## src/rtl/irq_arb_pkg.sv

```systemverilog
package irq_arb_pkg;

    typedef enum logic {
        LVL_LOW  = 1'b0,
        LVL_HIGH = 1'b1
    } prio_lvl_e;

    // Returns {pass_high, pass_low} for the current mask configuration.
    function automatic logic [1:0] lvl_pass(
        input logic single_mask,
        input logic mask_all,
        input logic mask_low
    );
        logic pass_low;
        logic pass_high;
        pass_low  = !mask_all;
        pass_high = !mask_all || (!single_mask && !mask_low);
        return {pass_high, pass_low};
    endfunction

endpackage

```

## src/rtl/irq_mask_gate.sv

```systemverilog
module irq_mask_gate
    import irq_arb_pkg::*;
#(
    parameter int N_SRC = 8
) (
    input  logic [N_SRC-1:0] src_req,
    input  logic [N_SRC-1:0] src_en,
    input  logic [N_SRC-1:0] src_lvl,
    input  logic             mode_single,
    input  logic             mask_all,
    input  logic             mask_low,
    output logic [N_SRC-1:0] acc_high,
    output logic [N_SRC-1:0] acc_low
);

    logic [1:0] pass_w;

    assign pass_w = lvl_pass(mode_single, mask_all, mask_low);

    for (genvar g = 0; g < N_SRC; g++) begin : g_src
        logic live_w;
        assign live_w      = src_req[g] & src_en[g];
        assign acc_high[g] = live_w &  src_lvl[g] & pass_w[1];
        assign acc_low[g]  = live_w & ~src_lvl[g] & pass_w[0];
    end

endmodule

```

## src/rtl/irq_low_pick.sv

```systemverilog
module irq_low_pick #(
    parameter int N_SRC = 8,
    parameter int IDX_W = 4
) (
    input  logic [N_SRC-1:0] vec,
    output logic             found,
    output logic [IDX_W-1:0] idx
);

    always_comb begin
        found = 1'b0;
        idx   = '0;
        for (int k = N_SRC - 1; k >= 0; k--) begin
            if (vec[k]) begin
                found = 1'b1;
                idx   = IDX_W'(k);
            end
        end
    end

endmodule

```

## src/rtl/irq_two_level_arb.sv

```systemverilog
module irq_two_level_arb
    import irq_arb_pkg::*;
#(
    parameter int N_SRC = 8,
    localparam int IDX_W = $clog2(N_SRC + 1)
) (
    input  logic             clk,
    input  logic             rst_n,
    input  logic             standby,
    input  logic [N_SRC-1:0] src_req,
    input  logic [N_SRC-1:0] src_en,
    input  logic [N_SRC-1:0] src_lvl,
    input  logic             mode_single,
    input  logic             mask_all,
    input  logic             mask_low,
    input  logic             nmi_in,
    input  logic             ack,
    output logic             out_valid,
    output logic [IDX_W-1:0] out_idx,
    output logic             out_lvl
);

    localparam logic [IDX_W-1:0] NMI_IDX = IDX_W'(N_SRC);

    typedef struct packed {
        logic             valid;
        logic [IDX_W-1:0] idx;
        prio_lvl_e        lvl;
        logic             nmi_pend;
        logic             nmi_prev;
    } arb_state_t;

    arb_state_t state_d, state_q;

    logic [N_SRC-1:0] acc_high_w, acc_low_w;
    logic             hi_found_w, lo_found_w;
    logic [IDX_W-1:0] hi_idx_w, lo_idx_w;
    logic             nmi_rise_w;

    irq_mask_gate #(.N_SRC(N_SRC)) gate_i (
        .src_req    (src_req),
        .src_en     (src_en),
        .src_lvl    (src_lvl),
        .mode_single(mode_single),
        .mask_all   (mask_all),
        .mask_low   (mask_low),
        .acc_high   (acc_high_w),
        .acc_low    (acc_low_w)
    );

    irq_low_pick #(.N_SRC(N_SRC), .IDX_W(IDX_W)) pick_high_i (
        .vec  (acc_high_w),
        .found(hi_found_w),
        .idx  (hi_idx_w)
    );

    irq_low_pick #(.N_SRC(N_SRC), .IDX_W(IDX_W)) pick_low_i (
        .vec  (acc_low_w),
        .found(lo_found_w),
        .idx  (lo_idx_w)
    );

    assign nmi_rise_w = nmi_in & ~state_q.nmi_prev;

    always_comb begin
        state_d          = state_q;
        state_d.nmi_prev = nmi_in;
        state_d.nmi_pend = (state_q.nmi_pend & ~ack) | nmi_rise_w;

        if (state_d.nmi_pend) begin
            state_d.valid = 1'b1;
            state_d.idx   = NMI_IDX;
            state_d.lvl   = LVL_HIGH;
        end else if (hi_found_w) begin
            state_d.valid = 1'b1;
            state_d.idx   = hi_idx_w;
            state_d.lvl   = LVL_HIGH;
        end else if (lo_found_w) begin
            state_d.valid = 1'b1;
            state_d.idx   = lo_idx_w;
            state_d.lvl   = LVL_LOW;
        end else begin
            state_d.valid = 1'b0;
            state_d.idx   = '0;
            state_d.lvl   = LVL_LOW;
        end

        if (standby) begin
            state_d.valid    = 1'b0;
            state_d.idx      = '0;
            state_d.lvl      = LVL_LOW;
            state_d.nmi_pend = 1'b0;
        end
    end

    always_ff @(posedge clk or negedge rst_n) begin
        if (!rst_n) begin
            state_q <= '0;
        end else begin
            state_q <= state_d;
        end
    end

    assign out_valid = state_q.valid;
    assign out_idx   = state_q.idx;
    assign out_lvl   = state_q.lvl;

    // single-mask scheme with primary mask set lets only the NMI code through
    assert_single_mask_blocks_R3: assert property (@(posedge clk) disable iff (!rst_n)
        ($past(mode_single && mask_all) && out_valid) |-> (out_idx == NMI_IDX));

    // split-mask scheme with both bits set lets only the NMI code through
    assert_split_full_block_R6: assert property (@(posedge clk) disable iff (!rst_n)
        ($past(!mode_single && mask_all && mask_low) && out_valid) |-> (out_idx == NMI_IDX));

    // split-mask scheme, secondary bit clear: any maskable winner is high level
    assert_split_high_only_R5: assert property (@(posedge clk) disable iff (!rst_n)
        ($past(!mode_single && mask_all && !mask_low) && out_valid && out_idx != NMI_IDX)
        |-> out_lvl);

    // a maskable winner was enabled and requesting on the deciding edge
    assert_enabled_only_R7: assert property (@(posedge clk) disable iff (!rst_n)
        (out_valid && out_idx != NMI_IDX)
        |-> ((($past(src_en & src_req) >> out_idx) & N_SRC'(1)) != '0));

    // NMI code is always reported at high level
    assert_nmi_level_R10: assert property (@(posedge clk) disable iff (!rst_n)
        (out_valid && out_idx == NMI_IDX) |-> out_lvl);

    // standby clears the outputs on the next edge
    assert_standby_quiet_R13: assert property (@(posedge clk) disable iff (!rst_n)
        $past(standby) |-> (!out_valid && out_idx == '0 && !out_lvl));

endmodule

```

## config.mk

```make
export PLATFORM = sky130hd
export DESIGN_NAME = irq_two_level_arb
export DESIGN_NICKNAME = d
export VERILOG_FILES = /design/src/rtl/irq_arb_pkg.sv /design/src/rtl/irq_mask_gate.sv /design/src/rtl/irq_low_pick.sv /design/src/rtl/irq_two_level_arb.sv
export SDC_FILE = /design/constraint.sdc
export NUM_CORES = 1
export LEC_CHECK = 0
export BUFFER_PORTS_ARGS = -buffer_cell sky130_fd_sc_hd__buf_4
export CAP_MARGIN = 0
export CORE_UTILIZATION = 30
export CTS_CLUSTER_SIZE = 8
export DETAILED_ROUTE_END_ITERATION = 10
export REMOVE_ABC_BUFFERS = 1
export SYNTH_ARGS = -nofsm -noshare
export SYNTH_HDL_FRONTEND = slang
export SYNTH_SLANG_ARGS = --single-unit
```

## constraint.sdc

```tcl
create_clock -name clk -period 2.7 [get_ports clk]
set_input_delay 0.405 -clock clk [delete_from_list [all_inputs] [get_ports clk]]
set_output_delay 0.405 -clock clk [all_outputs]
set_load 0.01 [all_outputs]
```

Word-level counts from Yosys, hierarchy flattened --
Index checks and enable logic that the tools add are counted.
Word-level totals: logic and storage cells 99, output and inout port bits 6, input port bits 32, register bits 8
Operators by class: bitwise gates (word level) 53, reductions and logical operators 5, multiplexer cells 36
Operator list (number):
- $mux 3 | 16
- $and 1x1->1 | 42
- $mux 6 | 3
- $mux 1 | 16
- $not 1->1 | 10
- $mux 7 | 1
- $logic_not 1->1 | 3
- $logic_and 1x1->1 | 1
- $logic_or 1x1->1 | 1
- $or 1x1->1 | 1

Logic depth before layout (Yosys ltp) --
Gate-level depths: netlist of the first run.
depth after elaboration 15, gate-level depth with buffers 5, gate-level depth less buffers 5

By module --
From an unflattened synthesis of the first run, not the netlist that was laid out.
Second synthesis, totals: cell total of the unflattened synthesis 87, area, all modules 685.7 um2
Modules (own cells, without submodules):
- irq_two_level_arb | cells an instance 31, instances 1, area an instance 335.3 um2
- irq_low_pick | cells an instance 15, instances 2, area an instance 91.3 um2
- irq_mask_gate | cells an instance 26, instances 1, area an instance 167.7 um2

Worst setup path before layout of the first run --
Ideal clock, no wire load.
kind input -> register, start point input src_req[4], end point register state_q, in the netlist out_idx[0], data arrival time 1.356 ns, setup slack 1.249 ns, stages 5, path buffers 0, setup time 0.096 ns, cell sequence and3_1 nand4b_1 o31ai_2 nand2b_1 o32ai_2
RTL lines:
- start, declared | RTL line irq_two_level_arb.sv:10 | input logic [N_SRC-1:0] src_req,
- end signal, assigned | RTL line irq_two_level_arb.sv:100 | state_q <= state_d;
- end, declared | RTL line irq_two_level_arb.sv:33 | arb_state_t state_d, state_q;

==> metrics, run 1 <==
Worst Setup End Kind flip-flop; Worst Path Buf+Inv 1; nets@finish 137; P&R area growth vs syn 54.8%; Slew @ Worst Pin 0.448 ns; layout cells sized above 1 0.413; worst hold slack 0.270 ns; crit path max fanout 3; stages on the worst setup path 6; multi-input logic area 363 um^2; total die area 2100 um^2; RePlAce Congestion 0.716; largest net degree at the start of global routing 10; initial core utilization 0.326; number of global-route vias before repair 598; WS Path Type in -> reg; Final Hold Viols 0; setup_tns 0 ns; Die Span X 45.8 um; die extent in y 45.8 um; type of origin of the critical path input pin; Post-synth ARST share 1.00; DR DRC count 0; max capacitance violation total 0; CTS Root Cell clkbuf_4; Resized Gates After CTS 0; Diodes inserted 0; status finished, final reports clean; via count 623; hold-critical path depth 1; arrival time of the worst setup path 1.58 ns; Max-slew headroom 0.699; GRT Util Overall 0.150; Num Clock Sinks 7; H-Tree Level Count 1; Max Slew Vio Count 0; DP HPWL 1.21 mm; Core Footprint 1760 um^2; Placement Setup Slack 0.998 ns; Mapped Cells 66; routed len/inst 10.5 um; Fill cells 203; Yosys reg bits 7; yosys warns 0; commonest non-fill, non-tap cell in the layout buf_4; worst skew pair latency 0.25 ns; delay-heaviest family, CP compound AO/OA/AOI/OAI gates; Achievable Freq 700 MHz; sequential-to-total area share from yosys stat 0.304; antenna viol nets, final 0; num rows 15; synth unique cells 27; setup bufs post-CTS 0; Max stage delay cell, worst path o31ai_2; Final min period 1.43 ns; period utilization 0.529; total power 315 uW; hold_buf cts 1; register area 175 um^2; Setup-failing EPs final 0; CP peak stage delay 0.30 ns; skew final 0.00309 ns; prevailing post-synth register cell dfrtp_1; Final WS setup 1.27 ns; commonest non-fill, non-tap cells in the layout 37 x buf_4, 8 x nand3_1, 7 x dfrtp_1; Worst IR Drop VDD 0.131 mV; flop-to-flop setup slack 1.47 ns; DR iter-0 viols 1; area of the mapped netlist 576 um^2; CP Cell Sequence buf_4 > and3_1 > nand4b_1 > o31ai_2 > nand2b_1 > o32ai_2; LEAKAGE 0.000433 uW; Post-synth EDFFs 0; PwrDens 353 nW/um^2; CTS buffer count 3; Clock Path Buffers 2; CTS tree built; clock transition at the registers of the reported paths 0.05 ns; GRT overflow 0; Port-buffer cells 37; RSZ-0062 raised after global routing no; Mean Syn Cell Area 8.72 um^2; first-pass GRT wire length 2.21 mm; Crit path required time 2.86 ns; initial antenna violation count 0; io pins 38; r2r worst-path depth 4; DR vias/cell 4.83; worst min path class in -> reg; drt total wl 1.35 mm; Detailed Routing Iterations Pass 1 3
==> final timing paths <==
kind	startpoint	to
min reg2reg	state_q[0]	out_idx[3]
max reg2reg	out_idx[3]	out_idx[2]
min	nmi_in	state_q[0]
max in group asynchronous	rst_n	out_idx[2]
min in group asynchronous	rst_n	out_lvl
max	src_req[4]	out_idx[0]
==> power by group <==
group / internal [uW] / total (uW) / switching (uW)
Sequential: 113 / 115 / 2.10
Combinational: 61.4 / 106 / 45.0
Clock: 56.3 / 93.5 / 37.2
==> worst reg2reg max path: cells and delay by family, from the launching register on <==
kind / cells / cell delay (ns)
flops: 1 / 0.37
compound gates: 3 / 0.68
buf+inv: 1 / 0.05
==> synth_stat cells (2+ instances only) <==
library cell	count	area, um^2
and3_1	3	18.8
or3_1	2	12.5
nand2_1	5	18.8
buf_4	4	30.0
dfrtp_1	7	175
nand2b_1	4	25.0
nor2b_1	3	18.8
nor3_1	3	15.0
inv_1	2	7.51
nand4bb_1	6	67.6
a31oi_1	2	12.5
o21ai_0	2	10.0
a21boi_0	2	15.0
nand3_1	8	40.0
==> final cells by class <==
cell class,instances,area share
Sequential cell,7,0.197
Timing Repair Buffer,38,0.323
Clock buffer,4,0.0295
Inverter,2,0.00843
Tap cell,25,0.0351
Multi-Input combinational cell,53,0.407
==> stage by stage <==
step / std cells / util / cell area (um^2)
floorplan: 62 / - / 546
detailed placement: 124 / 0.484 / 855
global placement: 124 / 0.484 / 855
global route: 129 / 0.505 / 891
finish: 129 / 0.505 / 891
CTS: 129 / 0.505 / 891
==> cell families (layout without fill, tap and decap cells) <==
| kind of cell | count (synthesis) | after routing | synth area share |
|---|---|---|---|
| flip-flops | 7 | 7 | 0.304 |
| buffers and inverters | 6 | 44 | 0.0652 |
| AO/OA/AOI/OAI | 15 | 15 | 0.211 |
| AND/OR/NAND/NOR | 38 | 38 | 0.420 |
==> metal layers <==
metal / track usage / part of all wire
met3: 0.0238 / 0.051
met5: 0 / 0
met2: 0.289 / 0.52
met1: 0.147 / 0.41
met4: 0.0882 / 0.013
==> state kept, by name, indices dropped and copies added (netlist names) <==
name / cells
state_q: 1
out_lvl: 1
out_idx: 4
out_valid: 1
Note: power is estimated with default switching activity, not from simulation.
==> run 2, diff against run 1 <==
==> constraint.sdc (replaced) <==
create_clock -name clk -period 1.2 [get_ports clk]
set_input_delay 0.18 -clock clk [delete_from_list [all_inputs] [get_ports clk]]
set_output_delay 0.18 -clock clk [all_outputs]
set_load 0.01 [all_outputs]
==> run 2 against run 1 <==
Combinational power grew to 2.9 times the previous value. Total power grew 140%. Via count grew 12%. First-iteration DRC count is the same. Die area is the same. Core utilization grew 9.3 points. Worst hold slack lost 0.22 ns.
==> metrics, run 2 (same netlist as run 1, synthesis figures left out) <==
H-Tree Level Count 1 (unchanged); initial core utilization 0.326 (unchanged); Non-Filler Cell Area, Final 1050 um^2 (+18%); largest net degree at the start of global routing 10 (unchanged); Worst IR Drop VDD 0.266 mV (+100%); GRT Util Overall 0.151 (+0.00163); Crit path required time 1.36 ns (-1.50 ns); skew final 0.00255 ns (-0.000533 ns); worst min path class in -> reg; DR iter-0 viols 1 (unchanged); CP startpoint src_lvl[6]; worst skew pair latency 0.25 ns (about the same); status finished, final reports clean; Cells after DPL 135 (+8.9%); initial antenna violation count 0 (unchanged); r2r endpoint out_idx[0]; Max stage delay cell, worst path or3_1; DR DRC count 0 (unchanged); Diodes inserted 0 (unchanged); commonest non-fill, non-tap cells in the layout 48 x buf_4, 8 x nand3_1, 7 x dfrtp_1; Detailed Routing Iterations Pass 1 4 (+1); Placement Setup Slack -0.230 ns (-1.23 ns); Clock Path Buffers 2 (unchanged); last element of the critical path out_idx[0]; CTS tree built; Max-slew headroom 0.796 (+0.0970); antenna viol nets, final 0 (unchanged); r2r worst-path depth 5 (+1); Final Hold Viols 0 (unchanged); Final WS setup 0.0537 ns (-1.22 ns); met3 global-route usage 0.0119 (-0.0119); DP HPWL 1.29 mm (+6.2%); crit path max fanout 3 (unchanged); die extent in y 45.8 um (unchanged); number of global-route vias before repair 631 (+5.5%); num rows 15 (unchanged); clock transition at the registers of the reported paths 0.05 ns (about the same); Final min period 1.15 ns; Reg-to-Reg Start out_idx[3]; CTS Root Cell clkbuf_4; DR vias/cell 4.96 (+2.7%); CP Cell Sequence buf_4 > nand4bb_4 > nand4_1 > nor4_2 > or3_1 > o32ai_2; total die area 2100 um^2 (unchanged); max capacitance violation total 0 (unchanged); CP peak stage delay 0.33 ns (+0.03 ns); Achievable Freq 872 MHz; Worst Path Buf+Inv 1 (unchanged); nets@finish 149 (+8.8%); period utilization 0.955; Num Clock Sinks 7 (unchanged); type of origin of the critical path input pin; delay-heaviest family, CP simple AND/OR/NAND/NOR gates; drt total wl 1.51 mm (+12%); io pins 38 (unchanged); LEAKAGE 0.000503 uW (+16%); DP Area 937 um^2 (+9.7%); arrival time of the worst setup path 1.30 ns (-0.28 ns); GR Layer Usage met1 0.159 (+0.0119); Max Slew Vio Count 0 (unchanged); Worst Setup End Kind flip-flop; Core Footprint 1760 um^2 (unchanged); RSZ-0062 raised after global routing yes; setup_tns 0 ns (unchanged); P&R area growth vs syn 83.3%; final cell count without fillers 141 (+9.3%); Port-buffer cells 37 (unchanged); Slew @ Worst Pin 0.303 ns (-0.145 ns); flop-to-flop setup slack 0.07 ns (-1.40 ns); Setup-failing EPs final 0 (unchanged); met2 Use GR 0.289 (unchanged); layout cells sized above 1 0.543 (+0.130); commonest non-fill, non-tap cell in the layout buf_4; busiest grt layer met2; Die Span X 45.8 um (unchanged); GRT overflow 0 (unchanged); RePlAce Congestion 0.765 (+6.9%); via count 699 (+12%); CTS buffer count 3 (unchanged); WS Path Type in -> reg; stages on the worst setup path 6 (unchanged); routed len/inst 10.7 um (+2.6%); max reg flops 4 (unchanged); first-pass GRT wire length 2.27 mm (+2.8%); PwrDens 730 nW/um^2 (+110%)
## run 2: how the worst min path moves through the flow
stage	from	end	slack, ns	cells past startpoint
CTS	nmi_in	state_q[0]	0.04	1
finish	nmi_in	state_q[0]	0.05	1
global placement	rst_n	out_idx[0]	-0.007	1
detailed placement	rst_n	out_idx[0]	-0.007	1
global route	nmi_in	state_q[0]	0.05	1
floorplan	rst_n	out_idx[0]	-0.12	0
## run 2: stage by stage
step | total power [uW] | utilization | hold WS [ns]
3_3_place_gp | 533 | 0.531 | -0.00688
6_report | 770 | 0.598 | 0.0472
5_1_grt | 815 | 0.598 | 0.0454
2_1_floorplan | 368 | - | -0.116
3_5_place_dp | 535 | 0.531 | -0.00708
4_1_cts | 748 | 0.552 | 0.0399
## run 2: layer usage
layer  wire (um)  vias up
met5           0        -
met3          72        4
li1            -      356
met4          24        0
met1         582      312
met2         834       27
## run 2: final cells by class
type	instances	area, um^2
clock buffer	4	26.3
multi-input combinational	53	433
timing repair buffer	50	382
tap	25	31.3
inverter	2	7.51
sequential	7	175
fill	182	709
## run 2: report_power, final
part	switching, uW	internal (uW)	leakage (uW)
Sequential	4.25	254	0.0000905
Combinational	122	183	0.000398
Clock	80.7	126	0.0000150
## run 2: worst register-to-register path: stages (launching register included)
cell and delay (ns):
dfrtp_1 0.37, inv_1 0.05, o22ai_1 0.09, a211o_1 0.28
nand2b_1 0.16, o32ai_2 0.08
## run 2: what timing repair did
item,in CTS,in global routing
endpoints found under the hold margin,7,0
resized for setup,0,9
setup buffers,0,1
setup endpoints to repair,0,3
hold buffers,1,0
==> run 3, diff against run 2 <==
==> constraint.sdc (replaced) <==
create_clock -name clk -period 1.3 [get_ports clk]
set_input_delay 0.195 -clock clk [delete_from_list [all_inputs] [get_ports clk]]
set_output_delay 0.195 -clock clk [all_outputs]
set_load 0.01 [all_outputs]
==> run 3 against run 2 <==
Combinational power decreased by 18%. Clock skew shrank 0.0013 ns. Critical endpoint is now out_idx[1]. Sequential cell count is the same. Global-route usage increased by 0.069 points. Count of clock-buffer cells in the layout unchanged.
==> metrics, run 3 (same netlist as run 1, synthesis figures left out) <==
P&R area growth vs syn 67.4%; routed len/inst 10.4 um (-3.2%); WS Path Type in -> reg; drt total wl 1.43 mm (-5.3%); commonest non-fill, non-tap cells in the layout 46 x buf_4, 8 x nand3_1, 7 x dfrtp_1; die extent in y 45.8 um (unchanged); crit path max fanout 9 (+6); Max-slew headroom 0.784 (-0.0122); Achievable Freq 810 MHz; status finished, final reports clean; LEAKAGE 0.000476 uW (-5.4%); GRT overflow 0 (unchanged); Cells after DPL 133 (-1.5%); initial antenna violation count 0 (unchanged); largest net degree at the start of global routing 10 (unchanged); GRT Util Overall 0.152 (+0.000690); commonest non-fill, non-tap cell in the layout buf_4; Diodes inserted 0 (unchanged); CTS buffer count 3 (unchanged); H-Tree Level Count 1 (unchanged); worst skew pair latency 0.24 ns (about the same); Max Slew Vio Count 0 (unchanged); via count 674 (-3.6%); max reg flops 4 (unchanged); CTS Root Cell clkbuf_4; Clock Path Buffers 2 (unchanged); Crit path required time 1.44 ns (+0.08 ns); DR iter-0 viols 5 (+4); Final min period 1.23 ns; Detailed Routing Iterations Pass 1 2 (-2); num rows 15 (unchanged); clock transition at the registers of the reported paths 0.05 ns (about the same); RePlAce Congestion 0.746 (-2.5%); number of global-route vias before repair 652 (+3.3%); total die area 2100 um^2 (unchanged); Final Util 0.546 (-0.0518); skew final 0.00122 ns (-0.00134 ns); Worst Setup End Kind flip-flop; register area 175 um^2 (unchanged); setup_tns 0 ns (unchanged); layout cells sized above 1 0.469 (-0.0741); Setup-failing EPs final 0 (unchanged); first-pass GRT wire length 2.34 mm (+3.0%); Slew @ Worst Pin 0.321 ns (+0.0177 ns); DR vias/cell 4.88 (-1.5%); Core Footprint 1760 um^2 (unchanged); initial core utilization 0.326 (unchanged); Worst IR Drop VDD 0.271 mV (+1.6%); Port-buffer cells 37 (unchanged); io pins 38 (unchanged); type of origin of the critical path input pin; RSZ-0062 raised after global routing no; max capacitance violation total 0 (unchanged); arrival time of the worst setup path 1.38 ns (+0.08 ns); DR DRC count 0 (unchanged); multi-input logic area 368 um^2 (-15%); Die Span X 45.8 um (unchanged); worst min path class in -> reg; period utilization 0.950; Fill cells 202 (+11%); setup bufs post-CTS 0 (unchanged); Num Clock Sinks 7 (unchanged); Final Hold Viols 0 (unchanged); PwrDens 695 nW/um^2 (-4.7%); antenna viol nets, final 0 (unchanged); CTS tree built; nets@finish 146 (-2.0%); total power 670 uW (-13%); final cell count without fillers 138 (-2.1%)
run 3: where the power goes:
part           switching (uW)  internal, uW  total, uW
logic                     102           148        250
clock network            65.7           116        182
registers                3.95           234        238
run 3: per-stage QoR:
stage / setup WS, ns / instance area [um^2] / hold WS (ns)
final: 0.0651 / 963 / 0.0699
after global routing: 0.0161 / 963 / 0.0586
after CTS: 0.0721 / 958 / 0.0608
after detailed placement: -0.163 / 922 / 0.00800
after global placement: -0.163 / 922 / 0.00866
after floorplan: 0.0590 / 546 / -0.101
run 3: worst max-delay path, cell delays in order:
cell       delay (ns)
buf_4            0.14
nand4bb_1        0.25
nand2_1          0.16
a31oi_1          0.05
or3_1            0.33
a221oi_2         0.25
run 3: area by class of cell:
type	instances	area share
multi-input cells	53	0.382
repair buffers	47	0.369
inverters	2	0.00779
well taps	25	0.0325
flip-flops and latches	7	0.182
clock buffers	4	0.0273
run 3: path summary, 6_finish.rpt:
path | startpoint | end | slack [ns] | cells after the start
max in group asynchronous | rst_n | out_idx[1] | 0.88 | 2
max reg2reg | out_idx[3] | out_idx[0] | 0.09 | 5
min | nmi_in | state_q[0] | 0.07 | 1
min in group asynchronous | rst_n | out_lvl | 0.30 | 2
min reg2reg | state_q[0] | out_idx[3] | 0.60 | 2
max | mask_all | out_idx[1] | 0.07 | 6
run 3: timing repair:
action,CTS,global route
hold endpoints to repair,7,0
endpoints found under the setup margin,0,1
hold buffers,1,0
resized for setup,0,1
run 3: per-layer routing:
metal  GRT usage  share of wire
met4      0.0706         0.0042
met3      0.0159          0.056
met1       0.147           0.38
met2       0.311           0.56
met5           0              0
